===== config.mk =====
export PLATFORM = sky130hd
export DESIGN_NAME = lane_inv_codec
export DESIGN_NICKNAME = d
export VERILOG_FILES = /design/src/rtl/lane_inv_pkg.sv /design/src/rtl/lane_inv_enc.sv /design/src/rtl/lane_inv_dec.sv /design/src/rtl/lane_inv_codec.sv
export SDC_FILE = /design/constraint.sdc
export NUM_CORES = 1
export LEC_CHECK = 0
export BUFFER_PORTS_ARGS = -buffer_cell sky130_fd_sc_hd__buf_2
export CORE_MARGIN = 1.5
export CORE_UTILIZATION = 40
export CTS_BUF_LIST = sky130_fd_sc_hd__clkbuf_8
export DETAILED_ROUTE_END_ITERATION = 16
export PLACE_DENSITY = 0.72
export SYNTH_ARGS = -nofsm -noshare
export SYNTH_HDL_FRONTEND = slang
export SYNTH_SLANG_ARGS = --single-unit

===== constraint.sdc =====
create_clock -name clk -period 3.8 [get_ports clk]
set_input_delay 0.95 -clock clk [delete_from_list [all_inputs] [get_ports clk]]
set_output_delay 0.95 -clock clk [all_outputs]
set_load 0.05 [all_outputs]

===== src/rtl/lane_inv_pkg.sv =====
package lane_inv_pkg;

  // Number of ones in the low "width" bits of a value.
  function automatic int unsigned ones_in(input logic [63:0] v, input int unsigned width);
    int unsigned n;
    n = 0;
    for (int unsigned i = 0; i < width; i++) begin
      n += int'(v[i]);
    end
    return n;
  endfunction

  // True when sending the byte complemented drives fewer lines high.
  function automatic logic wants_invert(input logic [63:0] v, input int unsigned width);
    return (2 * ones_in(v, width)) > width;
  endfunction

endpackage


===== src/rtl/lane_inv_enc.sv =====
module lane_inv_enc #(
  parameter int unsigned W = 8
) (
  input  logic         clk,
  input  logic         rst,
  input  logic         in_valid,
  input  logic         inv_en,
  input  logic         mask,
  input  logic [W-1:0] din,
  output logic [W-1:0] dout,
  output logic         flag,
  output logic         err
);
  import lane_inv_pkg::*;

  logic         heavy;
  logic [W-1:0] nxt_data;
  logic         nxt_flag;
  logic         nxt_err;

  always_comb begin
    heavy    = wants_invert(64'(din), W);
    nxt_data = din;
    nxt_flag = 1'b0;
    nxt_err  = 1'b0;
    if (!inv_en) begin
      nxt_flag = mask;
    end else if (mask) begin
      nxt_err = 1'b1;
    end else if (heavy) begin
      nxt_data = ~din;
      nxt_flag = 1'b1;
    end
  end

  always_ff @(posedge clk) begin
    if (rst || !in_valid) begin
      dout <= '0;
      flag <= 1'b0;
      err  <= 1'b0;
    end else begin
      dout <= nxt_data;
      flag <= nxt_flag;
      err  <= nxt_err;
    end
  end

endmodule


===== src/rtl/lane_inv_dec.sv =====
module lane_inv_dec #(
  parameter int unsigned W = 8
) (
  input  logic         clk,
  input  logic         rst,
  input  logic         in_valid,
  input  logic         inv_en,
  input  logic         flag,
  input  logic [W-1:0] din,
  output logic [W-1:0] dout
);

  logic flip;
  assign flip = inv_en & flag;

  always_ff @(posedge clk) begin
    if (rst || !in_valid) begin
      dout <= '0;
    end else begin
      dout <= flip ? ~din : din;
    end
  end

endmodule


===== src/rtl/lane_inv_codec.sv =====
module lane_inv_codec #(
  parameter int unsigned LANES  = 2,
  parameter int unsigned LANE_W = 8,
  localparam int unsigned DW    = LANES * LANE_W
) (
  input  logic             clk,
  input  logic             rst,
  input  logic             wr_inv_en,
  input  logic             rd_inv_en,
  input  logic             tx_valid,
  input  logic [DW-1:0]    tx_data,
  input  logic [LANES-1:0] tx_mask,
  output logic             tx_bus_valid,
  output logic [DW-1:0]    tx_bus_data,
  output logic [LANES-1:0] tx_bus_flag,
  output logic [LANES-1:0] tx_mask_err,
  input  logic             rx_valid,
  input  logic [DW-1:0]    rx_bus_data,
  input  logic [LANES-1:0] rx_bus_flag,
  output logic             rx_out_valid,
  output logic [DW-1:0]    rx_out_data
);

  always_ff @(posedge clk) begin
    if (rst) begin
      tx_bus_valid <= 1'b0;
      rx_out_valid <= 1'b0;
    end else begin
      tx_bus_valid <= tx_valid;
      rx_out_valid <= rx_valid;
    end
  end

  for (genvar g = 0; g < LANES; g++) begin : g_lane
    lane_inv_enc #(.W(LANE_W)) u_enc (
      .clk      (clk),
      .rst      (rst),
      .in_valid (tx_valid),
      .inv_en   (wr_inv_en),
      .mask     (tx_mask[g]),
      .din      (tx_data[g*LANE_W +: LANE_W]),
      .dout     (tx_bus_data[g*LANE_W +: LANE_W]),
      .flag     (tx_bus_flag[g]),
      .err      (tx_mask_err[g])
    );

    lane_inv_dec #(.W(LANE_W)) u_dec (
      .clk      (clk),
      .rst      (rst),
      .in_valid (rx_valid),
      .inv_en   (rd_inv_en),
      .flag     (rx_bus_flag[g]),
      .din      (rx_bus_data[g*LANE_W +: LANE_W]),
      .dout     (rx_out_data[g*LANE_W +: LANE_W])
    );
  end

endmodule


==> flow_metrics.tcl, run 1 <==
set metrics [dict create \
    avgSynthCellArea_sq_um 9.75 \
    power_density_nw_per_um2 484 \
    holdBufCountCts 0 \
    grt_max_degree 36 \
    ys_types 17 \
    routed_via_density 4.35 \
    core_region_area_sq_um 4320 \
    status "finished clean" \
    ys_ff_latch 38 \
    placedInstanceArea_sq_um 2210 \
    setup_ws_ps 101 \
    area_growth_pct 32.2 \
    startpoint_type "primary input" \
    crit_start "tx_data[8]" \
    cts_sinks 38 \
    ios 80 \
    route.detailed.drc 0 \
    p_total_uw 1140 \
    ant_nets 0 \
    ir_drop_v 0.000279 \
    path_max_fanout 5 \
    start_util 0.413 \
    synth_fa_ha_area_frac 0.132 \
    critPathKind "primary input to register" \
    htreeDepth 2 \
    final-max-slew-violation-count 0 \
    dr.first_iter.drc_count 39 \
    grt_pass1_vias 1362 \
    wl_per_cell_microns 10.8 \
    p_sw_uw 331 \
    synthMuxAreaShare 0.0898 \
    timing.final.crit_share 0.973 \
    clockBufferDepth 2 \
    holdWs_ps 908 \
    cp.arrival_ps 3870 \
    grt_overflow_total 0 \
    synth_nets 239 \
    cts_tree "yes" \
    nets 320 \
    p_leak_uw 0.00130 \
    critPathCaptureType "register" \
    synth_xor_area_frac 0.0884 \
    pwr-share-seq 0.375 \
    p_int_uw 810 \
    synth_top_family_by_area "simple AND/OR/NAND/NOR gates" \
    synth-simple-area-share 0.157 \
    critical_path_required_ps 3970 \
    die_h_microns 69.8 \
    rsz0062_at_grt "true" \
    diodes 0 \
    dp_hpwl_microns 2690 \
    drt_first_pass_iters 4 \
    final_cell_mix "buf_2, dfxtp_1, nand2_1" \
    hold_class "primary input to register" \
    layout_min_cycle_time_ps 3700 \
    grt_use_total 0.145 \
    grt_pass1_wl_microns 5660 \
    rows 24 \
    root_buffer "clkbuf_8" \
    routed_wirelength_microns 3430 \
    final-hold-violation-count 0 \
    fin_util 0.545 \
    layout-drive-gt1-share 0.358 \
    fillCellCount 412 \
    clk_pin_slew_worst_paths_ps 70 \
    min-delay-start "rx_bus_data[1]" \
    combPwrFrac 0.259 \
    final_common_cell "buf_2" \
    clock.fmax_mhz 270 \
    setup_viol 0 \
    vias 1379 \
    seq_area_frac_synth 0.426 \
    die_w_microns 69.8 \
    place_congestion 0.745 \
    syn_inst 183 \
    power.clock.fraction 0.366 \
    slew_headroom 0.348 \
    die-area_sq_um 4870 \
    synth_compound_area_frac 0.0224 \
    cap_violations 0 \
    grt_antenna_before_repair 0 \
    netlist_area_sq_um 1780 \
    switching_share 0.290 \
    worst_pin_slew_ps 977 \
    cts_buffers 5 \
    post-place-ws_ps -218 \
    yosysWarnings 0 \
    port_buffers 79 \
    post-route-cell-area_sq_um 2360 \
]
critical path: stages:
cell	delay, ps
buf_2	110
ha_1	280
inv_1	70
fa_1	420
fa_1	490
inv_1	50
fa_2	340
fa_1	490
nor2_1	50
o32a_1	330
buf_4	170
mux2i_1	110
sequential cells by signal, indices dropped and copies added, names as in the netlist:
signal and count:
g_lane.u_dec.dout 16, g_lane.u_enc.dout 16, g_lane.u_enc.err 2, g_lane.u_enc.flag 2, rx_out_valid 1, tx_bus_valid 1
path summary, 6_finish.rpt:
kind / endpoint / slack [ps] / cells after the start
max: g_lane[1].u_enc.dout[0] / 100 / 12
min: g_lane[0].u_dec.dout[1] / 910 / 3
power by group through the flow:
stage	clock [uW]	sequential (uW)	combinational, uW
floorplan	0	518	142
global placement	0	436	290
detailed placement	0	437	297
CTS	431	428	298
global route	447	430	326
finish	418	427	295
cell families after synthesis:
kind of cell	after synthesis
XOR/XNOR	18
AND/OR/NAND/NOR	62
multiplexers	16
buffers and inverters	29
flip-flops	38
adder cells (fa/ha/maj)	14
AO/OA/AOI/OAI	6
stage by stage:
step / TNS [ps] / cells
after global routing: -70.1 / 317
after CTS: 0 / 317
after global placement: -2650 / 309
after floorplan: 0 / 183
after detailed placement: -3350 / 309
final: 0 / 317
cells in the mapped netlist:
| cell | instances | area, sq um |
|---|---|---|
| nand3b_1 | 2 | 15.0 |
| buf_4 | 7 | 52.6 |
| ha_1 | 6 | 75.1 |
| o32a_1 | 2 | 20.0 |
| xnor2_1 | 2 | 17.5 |
| nor2_1 | 18 | 67.6 |
| fa_1 | 8 | 160 |
| clkbuf_1 | 2 | 7.51 |
| inv_1 | 18 | 67.6 |
| and3_1 | 2 | 12.5 |
| nand2b_1 | 14 | 87.6 |
| dfxtp_1 | 38 | 761 |
| mux2i_1 | 16 | 160 |
| xor2_1 | 16 | 140 |
| nand2_1 | 26 | 97.6 |
| buf_6 | 2 | 22.5 |
| a21oi_1 | 4 | 20.0 |
final cells by class:
type	count	area, sq um	area share
sequential	38	761	0.323
inverter	18	67.6	0.0286
clock buffer	6	82.6	0.0350
clock inverter	2	60.1	0.0255
tap	52	65.1	0.0276
multi-input combinational	116	878	0.372
timing repair buffer	85	444	0.188
layer usage:
layer | routed length, microns | GRT usage | share of wire | up-vias
met1 | 1400 | 0.161 | 0.41 | 622
li1 | - | - | - | 720
met3 | 159 | 0.0305 | 0.046 | 4
met4 | 46 | 0.0791 | 0.013 | 0
met5 | 0 | 0 | 0 | -
met2 | 1820 | 0.257 | 0.53 | 33
repair_timing:
| item | 4_1_cts | 5_1_grt |
|---|---|---|
| setup endpoints to repair | 0 | 1 |
| buffers inserted | 0 | 0 |
| gates resized for setup | 0 | 1 |
Power figures use the tool's default switching activity.
==> run 2, diff against run 1 <==
Settings changed: ABC_AREA set to 1, CTS_BUF_LIST sky130_fd_sc_hd__clkbuf_8 to not set, MAX_ROUTING_LAYER set to met4.
==> flow_metrics.tcl, run 2 <==
set metrics [dict create \
    dr.first_iter.drc_count 29 \
    ir_drop_v 0.000261 \
    area_growth_pct 29.9 \
    place_congestion 0.767 \
    nets 360 \
    critPathKind "primary input to register" \
    fillCellCount 418 \
    async_flop_share 0 \
    synth_area_leaders "dfxtp_1, nand2_1, fa_1" \
    synth.most_common_cell "nand2_1" \
    synth_nets 280 \
    critical-path-slowest-cell "fa_1" \
    layout_min_cycle_time_ps 3650 \
    start_util 0.416 \
    crit_start "tx_data[8]" \
    hold_class "primary input to register" \
    grt_max_degree 18 \
    cts_buffers 5 \
    final-hold-violation-count 0 \
    yosysWarnings 0 \
    die_w_microns 70.3 \
    setup_viol 0 \
    die_h_microns 70.3 \
    yosys.area.top_type "dfxtp_1" \
    top_regs "g_lane.u_dec.dout: 16 flops, g_lane.u_enc.dout: 16 flops" \
    route.detailed.drc 0 \
    clockBufferDepth 2 \
    min-delay-start "rx_bus_data[15]" \
    power_density_nw_per_um2 451 \
    dp_hpwl_microns 2770 \
    critical_path_required_ps 3980 \
    wl_per_cell_microns 10.1 \
    synthFlopType "dfxtp_1" \
    slew_headroom 0.534 \
    routed_wirelength_microns 3590 \
    core_region_area_sq_um 4350 \
    synth_common_cells "nand2_1, nor2_1, dfxtp_1" \
    p_leak_uw 0.00133 \
    rows 24 \
    final-max-slew-violation-count 0 \
    cp.arrival_ps 3830 \
    cts_sinks 38 \
    port_buffers 79 \
    grt_overflow_total 0 \
    ios 80 \
    final_cell_mix "buf_2, nor2_1, nand2_1" \
    fin_cells 357 \
    ys_types 20 \
    die-area_sq_um 4950 \
    vias 1519 \
    clk_pin_slew_worst_paths_ps 80 \
    grt_pass1_vias 1369 \
    status "finished clean" \
    synth_edf_count 0 \
    worst_pin_slew_ps 696 \
    path_max_fanout 5 \
    synth_top_area_frac 0.420 \
    drt_first_pass_iters 4 \
    syn_inst 224 \
    routed_via_density 4.25 \
    ys_ff_latch 38 \
    startpoint_type "primary input" \
    cap_violations 0 \
    ant_nets 0 \
    timing.final.crit_share 0.962 \
    htreeDepth 2 \
    avgSynthCellArea_sq_um 8.09 \
    fin_util 0.541 \
    seq_area_frac_synth 0.420 \
    multi_input_area_sq_um 873 \
    critPathCaptureType "register" \
    final_common_cell "buf_2" \
    grt_use_total 0.149 \
    dp.cells 347 \
    crit_chain "buf_2 -> ha_4 -> inv_1 -> fa_1 -> fa_1 -> inv_1 -> fa_2 -> fa_1 -> inv_1 -> nand2_1 -> nand3_1 -> nand2_2 -> buf_6 -> nand3_1 -> nand2_1 -> nor2_1" \
    critPathMaxStageDelay_ps 510 \
    cts_tree "yes" \
    grt_antenna_before_repair 0 \
    root_buffer "clkbuf_8" \
    layout-drive-gt1-share 0.334 \
    diodes 0 \
    grt_pass1_wl_microns 5660 \
    ff_latch_area_sq_um 761 \
    netlist_area_sq_um 1810 \
    holdBufCountCts 0 \
    clock.fmax_mhz 274 \
]
==> run 2: metrics by stage <==
stage                     area [sq um]  TNS [ps]  power, uW  hold slack [ps]  setup slack (ps)
after floorplan                   1810         0        687             1080              29.2
after global placement            2220     -1810        753             1190              -179
after detailed placement          2220     -2770        763             1200              -213
after CTS                         2310         0       1050              894              95.8
after global routing              2350     -31.5       1130              902             -16.1
final                             2350         0       1060              904               145
==> run 2: final timing paths <==
kind / endpoint / depth (start not counted)
worst min-delay path: g_lane[1].u_dec.dout[7] / 3
worst max-delay path: g_lane[1].u_enc.dout[1] / 16
==> run 2: cell families (layout without fill, tap and decap cells) <==
group | Yosys count | count (layout) | share of synthesized area
simple gates | 102 | 102 | 0.240
buf+inv | 46 | 127 | 0.111
flops | 38 | 38 | 0.420
xor+xnor | 16 | 16 | 0.0773
fa+ha+maj | 14 | 14 | 0.130
compound gates | 8 | 8 | 0.0221
==> run 2: worst max-delay path: cells and delay by family <==
kind,cells,cell delay [ps]
adder cells (fa/ha/maj),5,2060
buffers and inverters,5,390
AND/OR/NAND/NOR,6,430
==> run 2: repair_timing <==
item,in CTS,in global routing
endpoints found under the setup margin,0,16
gates resized for setup,0,7
endpoints found under the hold margin,0,0
buffers inserted,0,1
==> run 2: metal layers <==
| layer | vias to the layer above | wire [microns] | track usage |
|---|---|---|---|
| met5 | - | 0 | - |
| met4 | 0 | 39 | 0.0449 |
| met3 | 4 | 221 | 0.0534 |
| met2 | 49 | 1840 | 0.267 |
| met1 | 655 | 1490 | 0.152 |
| li1 | 811 | - | - |
==> run 2: where the power goes <==
part	switching (uW)	internal (uW)
logic	231	120
clock network	139	146
registers	4.84	421
==> run 2: area by class of cell <==
cell class	count	area share
sequential	38	0.323
multi-input combinational	140	0.371
clock inverter	2	0.00531
clock buffer	6	0.0351
inverter	37	0.0590
timing repair buffer	82	0.179
tap	52	0.0276
